`src/rtl/swg_pkg.sv`:
```
package swg_pkg;

   // register word and field anchors (software decodes these positions)
   localparam int CFG_W    = 32;
   localparam int LO_POS   = 0;
   localparam int HI_POS   = 8;
   localparam int PRE_POS  = 16;
   localparam int SRC_POS  = 20;
   localparam int HOLD_POS = 24;

   // widest field each anchor leaves room for
   localparam int DIV_ROOM  = 8;
   localparam int PRE_ROOM  = 3;
   localparam int HOLD_ROOM = 5;

   typedef enum logic [1:0] {
      PH_IDLE = 2'd0,
      PH_LOW  = 2'd1,
      PH_HIGH = 2'd2
   } phase_e;

   function automatic logic [CFG_W-1:0] field_mask(input int w, input int pos);
      logic [CFG_W-1:0] m;
      m = ((CFG_W'(1) << w) - CFG_W'(1)) << pos;
      return m;
   endfunction

   function automatic logic [CFG_W-1:0] cfg_mask(input int div_w, input int pre_w,
                                                 input int hold_w);
      return field_mask(div_w, LO_POS) | field_mask(div_w, HI_POS) |
             field_mask(pre_w, PRE_POS) | field_mask(1, SRC_POS) |
             field_mask(hold_w, HOLD_POS);
   endfunction

endpackage

```
`src/rtl/swg_cfg_reg.sv`:
```
module swg_cfg_reg #(
   parameter int               W    = 32,
   parameter logic [W-1:0]     MASK = '1
) (
   input  logic         clk,
   input  logic         rst_n,
   input  logic         wr,
   input  logic [W-1:0] wdata,
   output logic [W-1:0] q
);

   logic [W-1:0] word_q;

   always_ff @(posedge clk or negedge rst_n) begin
      if (!rst_n)
         word_q <= '0;
      else if (wr)
         word_q <= wdata & MASK;
   end

   assign q = word_q;

endmodule

```
`src/rtl/swg_sync.sv`:
```
module swg_sync #(
   parameter int STAGES = 2
) (
   input  logic clk,
   input  logic rst_n,
   input  logic d,
   output logic q
);

   logic [STAGES-1:0] chain_q;

   always_ff @(posedge clk or negedge rst_n) begin
      if (!rst_n) begin
         chain_q <= '0;
      end else begin
         chain_q[0] <= d;
         for (int i = 1; i < STAGES; i++)
            chain_q[i] <= chain_q[i-1];
      end
   end

   assign q = chain_q[STAGES-1];

endmodule

```
`src/rtl/swg_len_calc.sv`:
```
module swg_len_calc #(
   parameter int DIV_W  = 8,
   parameter int PRE_W  = 3,
   parameter int HOLD_W = 5,
   parameter int OFS    = 3,
   parameter int LEN_W  = 16
) (
   input  logic [DIV_W-1:0]  lo_div,
   input  logic [DIV_W-1:0]  hi_div,
   input  logic [PRE_W-1:0]  pre,
   input  logic [HOLD_W-1:0] hold,
   output logic [LEN_W-1:0]  lo_len,
   output logic [LEN_W-1:0]  hi_len,
   output logic [LEN_W-1:0]  hold_len
);

   localparam int NPRE = 2 ** PRE_W;

   logic [LEN_W-1:0] lo_cand [NPRE];
   logic [LEN_W-1:0] hi_cand [NPRE];
   logic [LEN_W-1:0] lo_raw;

   // one candidate per prescaler exponent; the field picks among them
   for (genvar p = 0; p < NPRE; p++) begin : g_pre
      assign lo_cand[p] = (LEN_W'(lo_div) << p) + LEN_W'(OFS);
      assign hi_cand[p] = (LEN_W'(hi_div) << p) + LEN_W'(OFS);
   end

   assign lo_raw   = lo_cand[pre];
   assign hi_len   = hi_cand[pre];
   assign hold_len = LEN_W'(hold) + LEN_W'(OFS);

   // stretch the low phase so the SDA change lands before SCL rises
   assign lo_len = (lo_raw > hold_len) ? lo_raw : hold_len + LEN_W'(1);

endmodule

```
`src/rtl/swg_phase_seq.sv`:
```
module swg_phase_seq
   import swg_pkg::*;
#(
   parameter int LEN_W = 16
) (
   input  logic             clk,
   input  logic             rst_n,
   input  logic             bit_req,
   input  logic             scl_seen_hi,
   input  logic [LEN_W-1:0] lo_len,
   input  logic [LEN_W-1:0] hi_len,
   input  logic [LEN_W-1:0] hold_len,
   output logic             scl_out,
   output logic             sda_chg_stb,
   output logic             smp_stb,
   output logic             bit_ack
);

   phase_e           ph_q;
   logic [LEN_W-1:0] cnt_q;
   logic [LEN_W-1:0] lo_q, hi_q, hold_q;
   logic             started_q;
   logic             run_hi;
   logic             lo_end, hi_end, begin_bit;

   assign run_hi    = started_q | scl_seen_hi;
   assign lo_end    = (ph_q == PH_LOW) && (cnt_q == lo_q - LEN_W'(1));
   assign hi_end    = (ph_q == PH_HIGH) && run_hi && (cnt_q == hi_q - LEN_W'(1));
   assign begin_bit = bit_req && ((ph_q == PH_IDLE) || hi_end);

   always_ff @(posedge clk or negedge rst_n) begin
      if (!rst_n) begin
         ph_q      <= PH_IDLE;
         cnt_q     <= '0;
         lo_q      <= '0;
         hi_q      <= '0;
         hold_q    <= '0;
         started_q <= 1'b0;
      end else if (begin_bit) begin
         ph_q   <= PH_LOW;
         cnt_q  <= '0;
         lo_q   <= lo_len;
         hi_q   <= hi_len;
         hold_q <= hold_len;
      end else if (lo_end) begin
         ph_q      <= PH_HIGH;
         cnt_q     <= '0;
         started_q <= 1'b0;
      end else if (hi_end) begin
         ph_q  <= PH_IDLE;
         cnt_q <= '0;
      end else if (ph_q == PH_LOW) begin
         cnt_q <= cnt_q + LEN_W'(1);
      end else if ((ph_q == PH_HIGH) && run_hi) begin
         cnt_q     <= cnt_q + LEN_W'(1);
         started_q <= 1'b1;
      end
   end

   assign scl_out     = (ph_q != PH_LOW);
   assign sda_chg_stb = (ph_q == PH_LOW) && (cnt_q == hold_q);
   assign smp_stb     = (ph_q == PH_HIGH) && run_hi && (cnt_q == (hi_q >> 1));
   assign bit_ack     = hi_end;

endmodule

```
`src/rtl/scl_wave_gen.sv`:
```
module scl_wave_gen
   import swg_pkg::*;
#(
   parameter int DIV_W       = 8,
   parameter int PRE_W       = 3,
   parameter int HOLD_W      = 5,
   parameter int OFS         = 3,
   parameter int SYNC_STAGES = 2
) (
   input  logic        clk,
   input  logic        rst_n,
   input  logic        cfg_wr,
   input  logic [31:0] cfg_wdata,
   output logic [31:0] cfg_rdata,
   input  logic        bit_req,
   input  logic        scl_in,
   output logic        scl_out,
   output logic        sda_chg_stb,
   output logic        smp_stb,
   output logic        bit_ack
);

   localparam int              NPRE     = 2 ** PRE_W;
   localparam int              MAX_DIV  = ((2 ** DIV_W) - 1) * (2 ** (NPRE - 1)) + OFS;
   localparam int              MAX_HOLD = (2 ** HOLD_W) + OFS;
   localparam int              MAX_LEN  = (MAX_DIV > MAX_HOLD) ? MAX_DIV : MAX_HOLD;
   localparam int              LEN_W    = $clog2(MAX_LEN + 1);
   localparam logic [CFG_W-1:0] CFG_MASK = cfg_mask(DIV_W, PRE_W, HOLD_W);

   // elaboration-time parameter checks
   if (DIV_W < 1 || DIV_W > DIV_ROOM) begin : g_bad_div
      $error("DIV_W must lie in 1..%0d", DIV_ROOM);
   end
   if (PRE_W < 1 || PRE_W > PRE_ROOM) begin : g_bad_pre
      $error("PRE_W must lie in 1..%0d", PRE_ROOM);
   end
   if (HOLD_W < 1 || HOLD_W > HOLD_ROOM) begin : g_bad_hold
      $error("HOLD_W must lie in 1..%0d", HOLD_ROOM);
   end
   if (OFS < 1) begin : g_bad_ofs
      $error("OFS must be at least 1");
   end
   // the shortest low phase must flush the synchronizer of stale highs
   if (SYNC_STAGES < 1 || SYNC_STAGES > OFS + 1) begin : g_bad_sync
      $error("SYNC_STAGES must lie in 1..OFS+1");
   end

   logic [CFG_W-1:0]  cfg_q;
   logic [DIV_W-1:0]  f_lo, f_hi;
   logic [PRE_W-1:0]  f_pre;
   logic [HOLD_W-1:0] f_hold;
   logic [LEN_W-1:0]  lo_len, hi_len, hold_len;
   logic              scl_seen_hi;

   swg_cfg_reg #(
      .W    (CFG_W),
      .MASK (CFG_MASK)
   ) u_reg (
      .clk   (clk),
      .rst_n (rst_n),
      .wr    (cfg_wr),
      .wdata (cfg_wdata),
      .q     (cfg_q)
   );

   assign cfg_rdata = cfg_q;
   assign f_lo      = cfg_q[LO_POS   +: DIV_W];
   assign f_hi      = cfg_q[HI_POS   +: DIV_W];
   assign f_pre     = cfg_q[PRE_POS  +: PRE_W];
   assign f_hold    = cfg_q[HOLD_POS +: HOLD_W];

   swg_len_calc #(
      .DIV_W  (DIV_W),
      .PRE_W  (PRE_W),
      .HOLD_W (HOLD_W),
      .OFS    (OFS),
      .LEN_W  (LEN_W)
   ) u_len (
      .lo_div   (f_lo),
      .hi_div   (f_hi),
      .pre      (f_pre),
      .hold     (f_hold),
      .lo_len   (lo_len),
      .hi_len   (hi_len),
      .hold_len (hold_len)
   );

   swg_sync #(
      .STAGES (SYNC_STAGES)
   ) u_sync (
      .clk   (clk),
      .rst_n (rst_n),
      .d     (scl_in),
      .q     (scl_seen_hi)
   );

   swg_phase_seq #(
      .LEN_W (LEN_W)
   ) u_seq (
      .clk         (clk),
      .rst_n       (rst_n),
      .bit_req     (bit_req),
      .scl_seen_hi (scl_seen_hi),
      .lo_len      (lo_len),
      .hi_len      (hi_len),
      .hold_len    (hold_len),
      .scl_out     (scl_out),
      .sda_chg_stb (sda_chg_stb),
      .smp_stb     (smp_stb),
      .bit_ack     (bit_ack)
   );

endmodule

```
`config.mk`:
```
export PLATFORM = sky130hd
export DESIGN_NAME = scl_wave_gen
export DESIGN_NICKNAME = d
export VERILOG_FILES = /design/src/rtl/swg_pkg.sv /design/src/rtl/swg_cfg_reg.sv /design/src/rtl/swg_sync.sv /design/src/rtl/swg_len_calc.sv /design/src/rtl/swg_phase_seq.sv /design/src/rtl/scl_wave_gen.sv
export SDC_FILE = /design/constraint.sdc
export NUM_CORES = 1
export LEC_CHECK = 0
export BUFFER_PORTS_ARGS = -buffer_cell sky130_fd_sc_hd__buf_2
export CORE_MARGIN = 5
export CORE_UTILIZATION = 65
export CTS_BUF_LIST = sky130_fd_sc_hd__clkbuf_8
export DETAILED_ROUTE_END_ITERATION = 8
export PLACE_DENSITY = 0.85
export SYNTH_ARGS = -nofsm -noshare
export SYNTH_HDL_FRONTEND = slang
export SYNTH_SLANG_ARGS = --single-unit
```
`constraint.sdc`:
```
create_clock -name clk -period 8.4 [get_ports clk]
set_input_delay 1.26 -clock clk [delete_from_list [all_inputs] [get_ports clk]]
set_output_delay 1.26 -clock clk [all_outputs]
set_load 0.02 [all_outputs]
```
==> impl_metrics.tcl, run 1 <==
set metrics [dict create \
    via_per_inst 6.22 \
    drt_wl_total_um 15300 \
    multi_input_area_um2 4030 \
    ioPinCount 73 \
    hold_viol_final 0 \
    cts-root-buf "clkbuf_8" \
    power_density_nw_per_um2 260 \
    port_buffers 58 \
    nets 787 \
    finish.utilization_pct 70.5 \
    use_met3_pct 3.49 \
    comb_power_share_pct 42.4 \
    ctsResizeCount 0 \
    die_height_um 110 \
    layout_common_cells "dfrtp_1, buf_2, nand2_1, xnor2_1, o21ai_0" \
    critPathKind "flop to primary output" \
    timing.final.crit_share_pct 47.9 \
    drive_above_1_share_pct 17.9 \
    core_area_um2 9770 \
    seqPwrFrac_pct 39.6 \
    leakagePower_nw 2.98 \
    diodes 0 \
    post_cts_buffers 0 \
    critPathMaxFanout 10 \
    synthTopCellsByArea "dfrtp_1, xnor2_1, mux2_2, xor2_1, mux2i_1" \
    seqCellArea_um2 2030 \
    end_kind "primary output" \
    synth_top_area_share_pct 31.1 \
    cts.sink_count 81 \
    power_mw 1.79 \
    rsz0062_at_grt "false" \
    track_usage_pct 27.2 \
    overflow 0 \
    synth_cells 727 \
    clk_path_buf_depth 2 \
    synth_seq_cells 81 \
    worstPathArrival_ps 2760 \
    antenna_found_initial 0 \
    dp_hpwl_um 10900 \
    cap_viol_max_count 0 \
    yosysSeqAreaShare_pct 31.1 \
    outcome "complete, no violations" \
    ys.warnings.count 0 \
    mostFrequentLayoutCell "dfrtp_1" \
    p_sw_share_pct 41.7 \
    use_met1_pct 36.0 \
    wl_per_cell_um 17.5 \
    rows 36 \
    slew_violations 0 \
    finalSetupViolCount 0 \
    drtPass1Iterations 5 \
    synthFlopType "dfrtp_1" \
    clock_latency_ps 370 \
    hold_ws_ps 358 \
    synthArstFlopShare_pct 100 \
    ys_types 72 \
    slew_headroom_pct 25.4 \
    fin_area_um2 6890 \
    timing.setup.tns_ps 0 \
    fillers 781 \
    netlist_area_um2 6510 \
    place_ws_ps 4530 \
    initial_utilization_pct 66.6 \
    placed_cells 858 \
    place_congestion 0.929 \
    p_sw_mw 0.748 \
    p_int_mw 1.05 \
    worstHoldPathCells 0 \
    antenna_left 0 \
    cts_max_level 3 \
    met2_usage_pct 44.7 \
    synth-edff-count 0 \
    worstPathRequired_ps 7140 \
    critPathLaunchType "flop" \
    top_usage_layer "met2" \
    grt_pass1_wl_um 25900 \
    die_area_um2 12100 \
    skew_ps 11.3 \
    vias 5432 \
    clock.fmax_mhz 248 \
    setup_ws_ps 4380 \
    drc_errors 0 \
    cts_made_buffers 9 \
    cts_tree "built" \
    vdd_drop_max_v 0.000164 \
    clkPwrFrac_pct 18.0 \
    layout.cells.non_filler 874 \
    clk_pin_slew_ps 80 \
    grt_start_max_net_pins 82 \
    hold_class "flop to flop" \
    drtIter0Drc 424 \
    r2r_cells 7 \
    cts_hold_buffers 0 \
    dpl_cell_area_um2 6670 \
    synth.avg_cell_area_um2 8.95 \
    tightest_slew_ps 1120 \
    grt_pass1_vias 5362 \
    post-route-min-period_ps 4020 \
    die_width_um 110 \
    synthToLayoutAreaGrowth_pct 5.92 \
    yosys.area.top_type "dfrtp_1" \
]
==> final timing paths <==
| path | from | end | slack [ps] |
|---|---|---|---|
| worst min register to register | u_sync.chain_q[0] | u_sync.chain_q[1] | 360 |
| min in group asynchronous | rst_n | u_sync.chain_q[0] | 1060 |
| worst min-delay path | u_sync.chain_q[0] | u_sync.chain_q[1] | 360 |
| max in group asynchronous | rst_n | u_reg.q[16] | 6660 |
| worst max-delay path | u_seq.hi_q[3] | bit_ack | 4380 |
| worst max register to register | u_seq.hi_q[3] | u_seq.hi_q[12] | 4510 |
==> state kept, by name, summed over array words and instances (netlist names) <==
signal and count:
u_reg.q 25, u_sync.chain_q 2, u_seq.cnt_q 15, u_seq.lo_q 15
u_seq.hi_q 15, u_seq.ph_q 2, u_seq.started_q 1, u_seq.hold_q 6
==> area by class of cell <==
| cell class | count | share of cell area, % |
|---|---|---|
| inverter | 35 | 1.91 |
| clock inverter | 6 | 1.22 |
| tap | 133 | 2.41 |
| sequential | 81 | 29.4 |
| timing repair buffer | 61 | 4.57 |
| multi-input combinational | 548 | 58.5 |
| clock buffer | 10 | 2.00 |
==> cells in the mapped netlist, types with 5 or more instances <==
master    instances
nor2b_1          12
nor2_1           45
o21ai_0          46
buf_1             7
mux4_2            6
ha_1             14
xor2_1           35
buf_4             7
nor3_1           16
dfrtp_1          81
inv_1            35
a21oi_1          15
a211oi_1          5
and2_1            7
nor4_1           11
nand3_1          15
nand2_1          56
or4_1             5
o211ai_1          9
nand4_1          18
mux2i_1          26
or3_1            11
and3_1            8
mux2_4           16
clkbuf_1         48
xnor2_1          51
o31ai_1           8
mux2_2           30
==> critical path, cell delays in order, from the launching register on <==
cell and delay [ps]:
dfrtp_1 510, nor4_1 860, nand4b_1 230, xnor2_1 240, nand4_1 90, nor2_1 110, and4_1 180, buf_2 160
==> routing by layer <==
| metal | up-vias | routed length [um] |
|---|---|---|
| met2 | 209 | 7380 |
| met3 | 41 | 913 |
| met4 | 0 | 416 |
| li1 | 2597 | - |
| met1 | 2585 | 6570 |
| met5 | - | 0 |
==> cell families after synthesis <==
family | Yosys count | share of synthesized area [%]
fa+ha+maj | 15 | 2.85
buf+inv | 104 | 7.29
compound gates | 135 | 14.0
other cells | 1 | 0.0576
simple gates | 227 | 18.1
xor+xnor | 86 | 11.6
mux | 78 | 15.0
flops | 81 | 31.1
==> power groups by stage <==
stage	sequential [mW]	clock, mW	combinational, mW
after floorplan	0.596	0	0.686
after global placement	0.700	0	0.715
after detailed placement	0.710	0	0.750
after CTS	0.703	0.326	0.756
after global routing	0.729	0.343	0.841
final	0.710	0.322	0.761
Power figures use the tool's default switching activity.
==> run 2, diff against run 1 <==
Settings changed: ABC_AREA from default to 1, CORE_UTILIZATION 65 to 56, PLACE_DENSITY 0.85 to 0.78.
Clock period 8.4 ns to 3.5 ns, I/O delays scaled along.
==> impl_metrics.tcl, run 2 <==
set metrics [dict create \
    p_int_mw 1.47 \
    die_width_um 120 \
    route.met2.wl_um 8410 \
    largest_register_ffs 25 \
    synthFlopType "dfrtp_1" \
    mostFrequentLayoutCell "nand2_1" \
    worstPathArrival_ps 3510 \
    top_layer "met4" \
    outcome "complete, no violations" \
    vias 6762 \
    synthArstFlopShare_pct 100 \
    critPathMaxFanout 7 \
    critPathKind "flop to flop" \
    rows 40 \
    grt_pass1_wl_um 29900 \
    diodes 0 \
    cts_tree "built" \
    wl_per_cell_um 14.7 \
    synth_seq_cells 81 \
    hold_class "primary input to flop" \
    cts_made_buffers 9 \
    fillers 1180 \
    yosys.area.top_type "dfrtp_1" \
    post-route-min-period_ps 3250 \
    cts_hold_buffers 0 \
    p_sw_mw 0.752 \
    skew_ps 14.3 \
    antenna_found_initial 0 \
    synth-edff-count 0 \
    clock_latency_ps 370 \
    fin_area_um2 7260 \
    place_congestion 0.967 \
    seqPwrFrac_pct 45.4 \
    ioPinCount 73 \
    synthToLayoutAreaGrowth_pct 7.56 \
    layout.cells.non_filler 1236 \
    drt_wl_total_um 18200 \
    met3_length_um 1310 \
    drive_above_1_share_pct 11.6 \
    place_ws_ps 293 \
    p_sw_share_pct 33.9 \
    worstPathRequired_ps 3760 \
    synthTopCellsByArea "dfrtp_1, nand2_1, inv_1, nor2_1, nand3_1" \
    timing.final.crit_share_pct 92.7 \
    comb_power_share_pct 23.8 \
    ys_top_cells_by_count "nand2_1, inv_1, nor2_1" \
    cts.sink_count 81 \
    tightest_slew_ps 1030 \
    core_area_um2 11900 \
    cap_viol_max_count 0 \
    initial_utilization_pct 56.7 \
    clkPwrFrac_pct 30.8 \
    cts_max_level 3 \
    hold_viol_final 0 \
    grt_pass1_vias 6044 \
    m1WireLength_um 7980 \
    slew_headroom_pct 31.1 \
    synth_most_common_cell "nand2_1" \
    cts-root-buf "clkbuf_8" \
    ys.warnings.count 0 \
    synth_top_area_share_pct 30.0 \
    layout_common_cells "nand2_1, inv_1, nor2_1, dfrtp_1, nand3_1" \
    drtPass1Iterations 7 \
    synth_cells 1047 \
    rsz0062_at_grt "false" \
    ctsResizeCount 0 \
    end_kind "flop" \
    slew_violations 0 \
    track_usage_pct 25.9 \
    dp_hpwl_um 13900 \
    clk_pin_slew_ps 90 \
    power_density_nw_per_um2 305 \
    synth.avg_cell_area_um2 6.45 \
    die_height_um 120 \
    seqCellArea_um2 2030 \
    vdd_drop_max_v 0.000329 \
    setup_ws_ps 255 \
    dpl_cell_area_um2 7060 \
    netlist_area_um2 6750 \
    grt_start_max_net_pins 82 \
    clk_path_buf_depth 2 \
    finalSetupViolCount 0 \
    multi_input_area_um2 4010 \
    critPathLaunchType "flop" \
    via_per_inst 5.47 \
    antenna_left 0 \
    post_cts_buffers 0 \
    port_buffers 58 \
    hold_ws_ps 256 \
    nets 1135 \
    leakagePower_nw 3.94 \
    drc_errors 0 \
    overflow 0 \
    yosysSeqAreaShare_pct 30.0 \
    placed_cells 1220 \
    clock.fmax_mhz 308 \
    timing.setup.tns_ps 0 \
    die_area_um2 14400 \
    ys_types 46 \
    drtIter0Drc 661 \
]
[run 2: cell types whose count changed after synthesis, moves of 16 or more]
cell      before  now
mux2_2        30    2
o21ai_2        0   18
o21ai_0       46   76
clkbuf_1      48   17
nand2_1       56  314
inv_1         35  119
nand3_1       15   79
mux2_4        16    0
mux2i_1       26    1
nor2_1        45  115
xnor2_1       51   10
[run 2: stage by stage]
stage | utilization [%] | total power, mW
floorplan | - | 1.38
global placement | 59.3 | 1.53
detailed placement | 59.3 | 1.54
CTS | 60.9 | 2.22
global route | 61.0 | 2.34
finish | 61.0 | 2.22
[run 2: critical path: stages (launching register included)]
cell and delay (ps):
dfrtp_1 430, inv_1 150, ha_1 200, inv_1 50
nand3_1 120, inv_1 90, o21ai_0 170, a21oi_1 70
o31ai_2 300, inv_1 110, ha_1 300, nand2_1 70
inv_1 50, nand2_1 60, a21boi_0 80, o22ai_1 150
nand2_1 130, nor2_4 180, nand2_1 170, nand2_1 90
nand2_1 60, nand2_1 60, nand2_1 50
[run 2: worst paths after layout]
kind                                         from           endpoint  slack [ps]  cells after the start
worst min-delay path                       scl_in  u_sync.chain_q[0]         260                      1
worst min register to register  u_sync.chain_q[0]  u_sync.chain_q[1]         360                      0
worst max register to register         u_reg.q[0]      u_seq.lo_q[1]         250                     22
max in group asynchronous                   rst_n      u_seq.hi_q[4]        2510                      1
worst max-delay path                   u_reg.q[0]      u_seq.lo_q[1]         250                     22
min in group asynchronous                   rst_n         u_reg.q[2]         310                      1
[run 2: cell families after synthesis]
kind of cell               synth area share (%)
and+or+nand+nor                            35.9
buffers and inverters                      11.1
AOI/OAI and AO/OA                          14.1
DFF                                        30.0
xor gates and xnor gates                   5.71
adders and majority gates                  2.59
muxes                                     0.482
other                                    0.0555
[run 2: area by class of cell]
cell class | count | share of cell area (%)
clock inverters | 6 | 0.706
multi-input cells | 800 | 55.2
flip-flops and latches | 81 | 27.9
well taps | 147 | 2.53
clock buffers | 10 | 1.89
inverters | 122 | 6.30
repair buffers | 70 | 5.44
[run 2: routing by layer]
| layer | global-route usage (%) | vias to the layer above |
|---|---|---|
| met5 | 0 | - |
| met4 | 9.31 | 0 |
| met3 | 3.35 | 35 |
| met2 | 42.1 | 267 |
| met1 | 35.4 | 3040 |
| li1 | - | 3420 |
[run 2: power groups by stage]
stage               clock, mW  sequential (mW)  combinational, mW
finish                  0.683             1.01              0.529
global route            0.734             1.01              0.591
CTS                     0.694             1.00              0.518
detailed placement          0             1.02              0.514
global placement            0             1.02              0.507
floorplan                   0             1.04              0.338
